`config.mk`:
```
export PLATFORM = sky130hd
export DESIGN_NAME = flash_read_port
export DESIGN_NICKNAME = d
export VERILOG_FILES = /design/src/rtl/fr_pkg.sv /design/src/rtl/fr_stable_timer.sv /design/src/rtl/fr_lane_sel.sv /design/src/rtl/fr_bus_drv.sv /design/src/rtl/flash_read_port.sv
export SDC_FILE = /design/constraint.sdc
export NUM_CORES = 1
export LEC_CHECK = 0
export ABC_AREA = 1
export BUFFER_PORTS_ARGS = -buffer_cell sky130_fd_sc_hd__buf_2
export CORE_MARGIN = 2
export CORE_UTILIZATION = 50
export DETAILED_ROUTE_END_ITERATION = 16
export PLACE_DENSITY_LB_ADDON = 0.05
export SYNTH_ARGS = -nofsm -noshare
export SYNTH_HDL_FRONTEND = slang
export SYNTH_SLANG_ARGS = --single-unit
```
`constraint.sdc`:
```
create_clock -name clk -period 2.6 [get_ports clk]
set_input_delay 0.39 -clock clk [delete_from_list [all_inputs] [get_ports clk]]
set_output_delay 0.39 -clock clk [all_outputs]
set_load 0.005 [all_outputs]
```
`src/rtl/fr_pkg.sv`:
```
package fr_pkg;
   typedef enum logic [1:0] {
      FR_STANDBY = 2'd0,
      FR_ACTIVE  = 2'd1,
      FR_SLEEP   = 2'd2
   } fr_mode_e;
endpackage

```
`src/rtl/fr_stable_timer.sv`:
```
module fr_stable_timer #(
   parameter int KEY_W     = 6,
   parameter int T_ACC     = 3,
   parameter int SLEEP_CYC = 5
) (
   input  logic             clk,
   input  logic             rst_n,
   input  logic             rd,
   input  logic [KEY_W-1:0] key,
   output logic             restart,
   output logic             load,
   output logic             asleep
);
   localparam int CNT_W = $clog2(SLEEP_CYC + 1);

   logic [KEY_W-1:0] key_q;
   logic             rd_q;
   logic [CNT_W-1:0] cnt;

   always_comb begin
      restart = rd & ((key != key_q) | ~rd_q);
      load    = rd & ~restart & (cnt == CNT_W'(T_ACC - 1));
      asleep  = rd & ~restart & (cnt == CNT_W'(SLEEP_CYC));
   end

   always_ff @(posedge clk or negedge rst_n) begin
      if (!rst_n) begin
         key_q <= '0;
         rd_q  <= 1'b0;
         cnt   <= '0;
      end else begin
         key_q <= key;
         rd_q  <= rd;
         if (!rd || restart)
            cnt <= '0;
         else if (cnt != CNT_W'(SLEEP_CYC))
            cnt <= cnt + 1'b1;
      end
   end

   AST_CNT_CAPPED: assert property (@(posedge clk) disable iff (!rst_n)
      cnt <= CNT_W'(SLEEP_CYC));
   AST_IDLE_CLEARS: assert property (@(posedge clk) disable iff (!rst_n)
      !rd |=> !asleep && !load);
endmodule

```
`src/rtl/fr_lane_sel.sv`:
```
module fr_lane_sel #(
   parameter int DATA_W = 16
) (
   input  logic              clk,
   input  logic              rst_n,
   input  logic              load,
   input  logic              word_sel,
   input  logic              lane_hi,
   input  logic [DATA_W-1:0] arr_data,
   output logic [DATA_W-1:0] data_q
);
   localparam int LANE_W = DATA_W / 2;

   logic [DATA_W-1:0] pick;

   always_comb begin
      if (word_sel)
         pick = arr_data;
      else if (lane_hi)
         pick = {{LANE_W{1'b0}}, arr_data[DATA_W-1:LANE_W]};
      else
         pick = {{LANE_W{1'b0}}, arr_data[LANE_W-1:0]};
   end

   always_ff @(posedge clk or negedge rst_n) begin
      if (!rst_n)
         data_q <= '0;
      else if (load)
         data_q <= pick;
   end

   AST_BYTE_UPPER_ZERO: assert property (@(posedge clk) disable iff (!rst_n)
      load && !word_sel |=> data_q[DATA_W-1:LANE_W] == '0);
endmodule

```
`src/rtl/fr_bus_drv.sv`:
```
module fr_bus_drv #(
   parameter int DATA_W = 16
) (
   input  logic              rd,
   input  logic              word_sel,
   input  logic [DATA_W-1:0] data_q,
   output logic [DATA_W-1:0] dq_out,
   output logic [DATA_W-1:0] dq_oe
);
   localparam int LANE_W = DATA_W / 2;

   for (genvar g = 0; g < DATA_W; g++) begin : g_bit
      if (g < LANE_W) begin : g_low
         assign dq_oe[g] = rd;
      end else begin : g_high
         assign dq_oe[g] = rd & word_sel;
      end
   end

   assign dq_out = data_q;
endmodule

```
`src/rtl/flash_read_port.sv`:
```
module flash_read_port #(
   parameter int ADDR_W       = 4,
   parameter int DATA_W       = 16,
   parameter int T_ACC        = 3,
   parameter int SLEEP_MARGIN = 2
) (
   input  logic              clk,
   input  logic              rst_n,
   input  logic              ce_n,
   input  logic              oe_n,
   input  logic              we_n,
   input  logic              word_sel,
   input  logic [ADDR_W-1:0] addr,
   input  logic              dq15_in,
   input  logic [DATA_W-1:0] arr_data,
   output logic [DATA_W-1:0] dq_out,
   output logic [DATA_W-1:0] dq_oe,
   output logic [1:0]        mode
);
   import fr_pkg::*;

   localparam int SLEEP_CYC = T_ACC + SLEEP_MARGIN;
   localparam int KEY_W     = ADDR_W + 2;

   if (DATA_W < 4 || (DATA_W % 2) != 0) begin : g_bad_width
      $error("DATA_W must be even and at least 4");
   end
   if (T_ACC < 1) begin : g_bad_tacc
      $error("T_ACC must be at least 1");
   end
   if (SLEEP_MARGIN < 1) begin : g_bad_margin
      $error("SLEEP_MARGIN must be at least 1");
   end
   if (ADDR_W < 1) begin : g_bad_addr
      $error("ADDR_W must be at least 1");
   end

   logic              rd;
   logic [KEY_W-1:0]  key;
   logic              restart;
   logic              load;
   logic              asleep;
   logic [DATA_W-1:0] data_q;
   fr_mode_e          mode_e;

   assign rd  = ~ce_n & ~oe_n & we_n;
   assign key = {word_sel, addr, ~word_sel & dq15_in};

   fr_stable_timer #(
      .KEY_W     (KEY_W),
      .T_ACC     (T_ACC),
      .SLEEP_CYC (SLEEP_CYC)
   ) u_timer (
      .clk     (clk),
      .rst_n   (rst_n),
      .rd      (rd),
      .key     (key),
      .restart (restart),
      .load    (load),
      .asleep  (asleep)
   );

   fr_lane_sel #(.DATA_W(DATA_W)) u_lane (
      .clk      (clk),
      .rst_n    (rst_n),
      .load     (load),
      .word_sel (word_sel),
      .lane_hi  (dq15_in),
      .arr_data (arr_data),
      .data_q   (data_q)
   );

   fr_bus_drv #(.DATA_W(DATA_W)) u_drv (
      .rd       (rd),
      .word_sel (word_sel),
      .data_q   (data_q),
      .dq_out   (dq_out),
      .dq_oe    (dq_oe)
   );

   always_comb begin
      if (ce_n)        mode_e = FR_STANDBY;
      else if (asleep) mode_e = FR_SLEEP;
      else             mode_e = FR_ACTIVE;
   end
   assign mode = mode_e;

   AST_SLEEP_DATA_HELD: assert property (@(posedge clk) disable iff (!rst_n)
      (mode_e == FR_SLEEP) && $past(mode_e == FR_SLEEP) |-> $stable(dq_out));
   AST_SLEEP_DRIVES: assert property (@(posedge clk) disable iff (!rst_n)
      (mode_e == FR_SLEEP) |-> dq_oe != '0);
   AST_WAKE_NOW: assert property (@(posedge clk) disable iff (!rst_n)
      restart |-> mode_e != FR_SLEEP);
   AST_STANDBY_QUIET: assert property (@(posedge clk) disable iff (!rst_n)
      (mode_e == FR_STANDBY) |-> dq_oe == '0);
endmodule

```
==> flow_metrics.env <==
export IMPL_status="finished, final reports clean"
export IMPL_max_slew_margin=0.5324
export IMPL_ys_flop_type="dfrtp_1"
export IMPL_worstPathArrival_ns=1.69
export IMPL_max_freq_ghz=0.4806
export IMPL_die_y_um=59.37
export IMPL_synth_edf_count=0
export IMPL_gp_congestion=0.8917
export IMPL_clockRootBuffer="clkbuf_4"
export IMPL_grt_max_degree=27
export IMPL_cp_required_ns=2.21
export IMPL_routed_via_density=4.766
export IMPL_ys_warn_count=0
export IMPL_grt_pass1_vias=1182
export IMPL_path_clk_slew_ns=0.14
export IMPL_fin_setup_tns_ns=0
export IMPL_final_min_clock_period_ns=2.081
export IMPL_ctsResizeCount=0
export IMPL_hp_class="input port to asynchronous set/reset pin"
export IMPL_drv_slew=0
export IMPL_ir_drop_v=0.0002787
export IMPL_ys_top_cells_by_count="nand2_1 (76), dfrtp_1 (26), inv_1 (20)"
export IMPL_layout_nets=263
export IMPL_coreArea_um2=2978
export IMPL_nFillCells=288
export IMPL_htree_levels=1
export IMPL_synth_area_um2=1533
export IMPL_drt_iter0_drc=46
export IMPL_cts_setup_buffers=0
export IMPL_end_kind="output pin"
export IMPL_async_flop_share=1.000
export IMPL_ys_seq_elements=26
export IMPL_ys_seq_area_frac=0.4245
export IMPL_reg2reg_from="u_timer.cnt[0]$_DFFE_PN0P_"
export IMPL_cts_tree="yes"
export IMPL_start_util=0.5147
export IMPL_power_density_nw_per_um2=445.4
export IMPL_ant_nets=0
export IMPL_reg2reg_to="u_lane.data_q[15]$_DFFE_PN0P_"
export IMPL_overflow=0
export IMPL_avgSynthCellArea_um2=8.153
export IMPL_synthCells=188
export IMPL_place_area_um2=1720
export IMPL_cts_max_path_buffers=2
export IMPL_placed_cells=261
export IMPL_drt_pass1_iter_count=4
export IMPL_fin_skew_ns=0.005625
export IMPL_max_cap_violations=0
export IMPL_io_pins=61
export IMPL_crit_path_start_kind="flip-flop"
export IMPL_finalSetupViolations=0
export IMPL_crit_path_max_fanout=19
export IMPL_drive_gt1_frac=0.3319
export IMPL_period_share=0.8003
export IMPL_dieWidth_um=59.37
export IMPL_startpoint="u_timer.key_q[4]$_DFF_PN0_"
export IMPL_synth_top_cell_area_share=0.4245
export IMPL_cts_hold_buf=0
export IMPL_grt_setup_unrepaired="no"
export IMPL_final_hold_viol_count=0
export IMPL_n_antenna_cell=0
export IMPL_dieArea_um2=3524
export IMPL_leakage_nw=1.146
export IMPL_synth_distinct_cells=23
export IMPL_reg2reg_depth=7
export IMPL_portBuffers=60
export IMPL_cts_buffers=3
export IMPL_grt_pass1_wl_mm=4.857
export IMPL_rrSetupSlack_ns=0.77
export IMPL_synth_top_area_cell="dfrtp_1"
export IMPL_yosys_cell_count_top_type="nand2_1"
export IMPL_postLayoutCellArea_um2=1773
export IMPL_grt_usage=0.1805
export IMPL_synth_nets=218
export IMPL_post_route_drc_count=0
export IMPL_clk_latency_ns=0.32
export IMPL_routed_wl_mm=2.965
export IMPL_dr_total_vias=1263
export IMPL_grt_antenna_before_repair=0
export IMPL_utilization=0.5954
export IMPL_areaGrowthSynthToFinish_pct=15.67
export IMPL_dp_hpwl_mm=2.270
export IMPL_synth_area_leaders="dfrtp_1 (42%), nand2_1 (19%), buf_4 (8.3%)"
export IMPL_wl_per_cell_um=11.19
export IMPL_crit_type="flip-flop to output pin"
export IMPL_fin_cells=265
export IMPL_rows=20
export IMPL_clock_sinks=26
export IMPL_tightest_slew_ns=0.7006
stage by stage:
step | hold slack, ns | setup WS [ns] | power, mW
2_1_floorplan | 0.09441 | 1.045 | 0.4912
3_3_place_gp | 0.4095 | 0.6730 | 0.5224
3_5_place_dp | 0.4281 | 0.6298 | 0.5242
4_1_cts | 0.05543 | 0.4695 | 0.8059
5_1_grt | 0.08512 | 0.3536 | 0.8234
6_report | 0.04517 | 0.5191 | 0.7896
metal layers:
layer	part of all wire	vias to the layer above	GRT usage
li1	-	658	-
met1	0.43	570	0.2287
met2	0.52	33	0.3140
met3	0.041	2	0.01965
met4	0.0057	0	0.06818
met5	0	-	0
cell families after synthesis:
| logic type | Yosys count | synth area share |
|---|---|---|
| DFF | 26 | 0.4245 |
| and+or+nand+nor | 112 | 0.3592 |
| buffers and inverters | 42 | 0.1559 |
| AOI/OAI and AO/OA | 2 | 0.006524 |
| xor gates and xnor gates | 3 | 0.02939 |
| adders and majority gates | 3 | 0.02449 |
final cells by class:
class,instances,area [um^2],share of cell area
Clock buffer,3,22.52,0.01270
Clock inverter,1,30.03,0.01694
Inverter,22,85.08,0.04799
Multi-Input combinational cell,120,643.1,0.3627
Sequential cell,26,650.6,0.3670
Tap cell,33,41.29,0.02329
Timing Repair Buffer,60,300.3,0.1694
flip-flops by register name (all words and copies together) (netlist names):
| name | count |
|---|---|
| u_lane.data_q | 16 |
| u_timer.rd_q | 1 |
| u_timer.cnt | 3 |
| u_timer.key_q | 6 |
worst max-delay path, stage by stage, from the launching register on:
cell	delay, ns
dfrtp_1	0.38
inv_1	0.06
or2_2	0.10
nand3_1	0.16
nor2_8	0.30
nand3b_1	0.14
nand2_1	0.08
inv_1	0.03
buf_2	0.11
worst max path at each step:
stage / to / slack (ns) / depth (start not counted)
floorplan: mode[0] / 1.05 / 10
global placement: mode[0] / 0.67 / 11
detailed placement: mode[0] / 0.63 / 11
CTS: mode[0] / 0.47 / 8
global route: mode[0] / 0.35 / 9
finish: mode[0] / 0.52 / 8
layout by cell type (no fill, tap or decap), drive strengths merged:
cell type,count
ha,3
buf,60
nand3b,2
inv,21
a21oi,1
nand2,79
or2,3
clkbuf,3
xnor2,1
clkinv,1
nand3,3
nor2,9
nand4,16
dfrtp,26
o21ai,1
xor2,2
bufinv,1
where the power goes:
group,total [mW],switching [mW],internal [mW],leakage [nW]
clock,0.274,0.119,0.156,0.0279
combinational,0.103,0.0622,0.0404,0.768
sequential,0.413,0.00294,0.410,0.350
total,0.790,0.184,0.606,1.15
No activity file was read; power rests on OpenSTA's default activity.
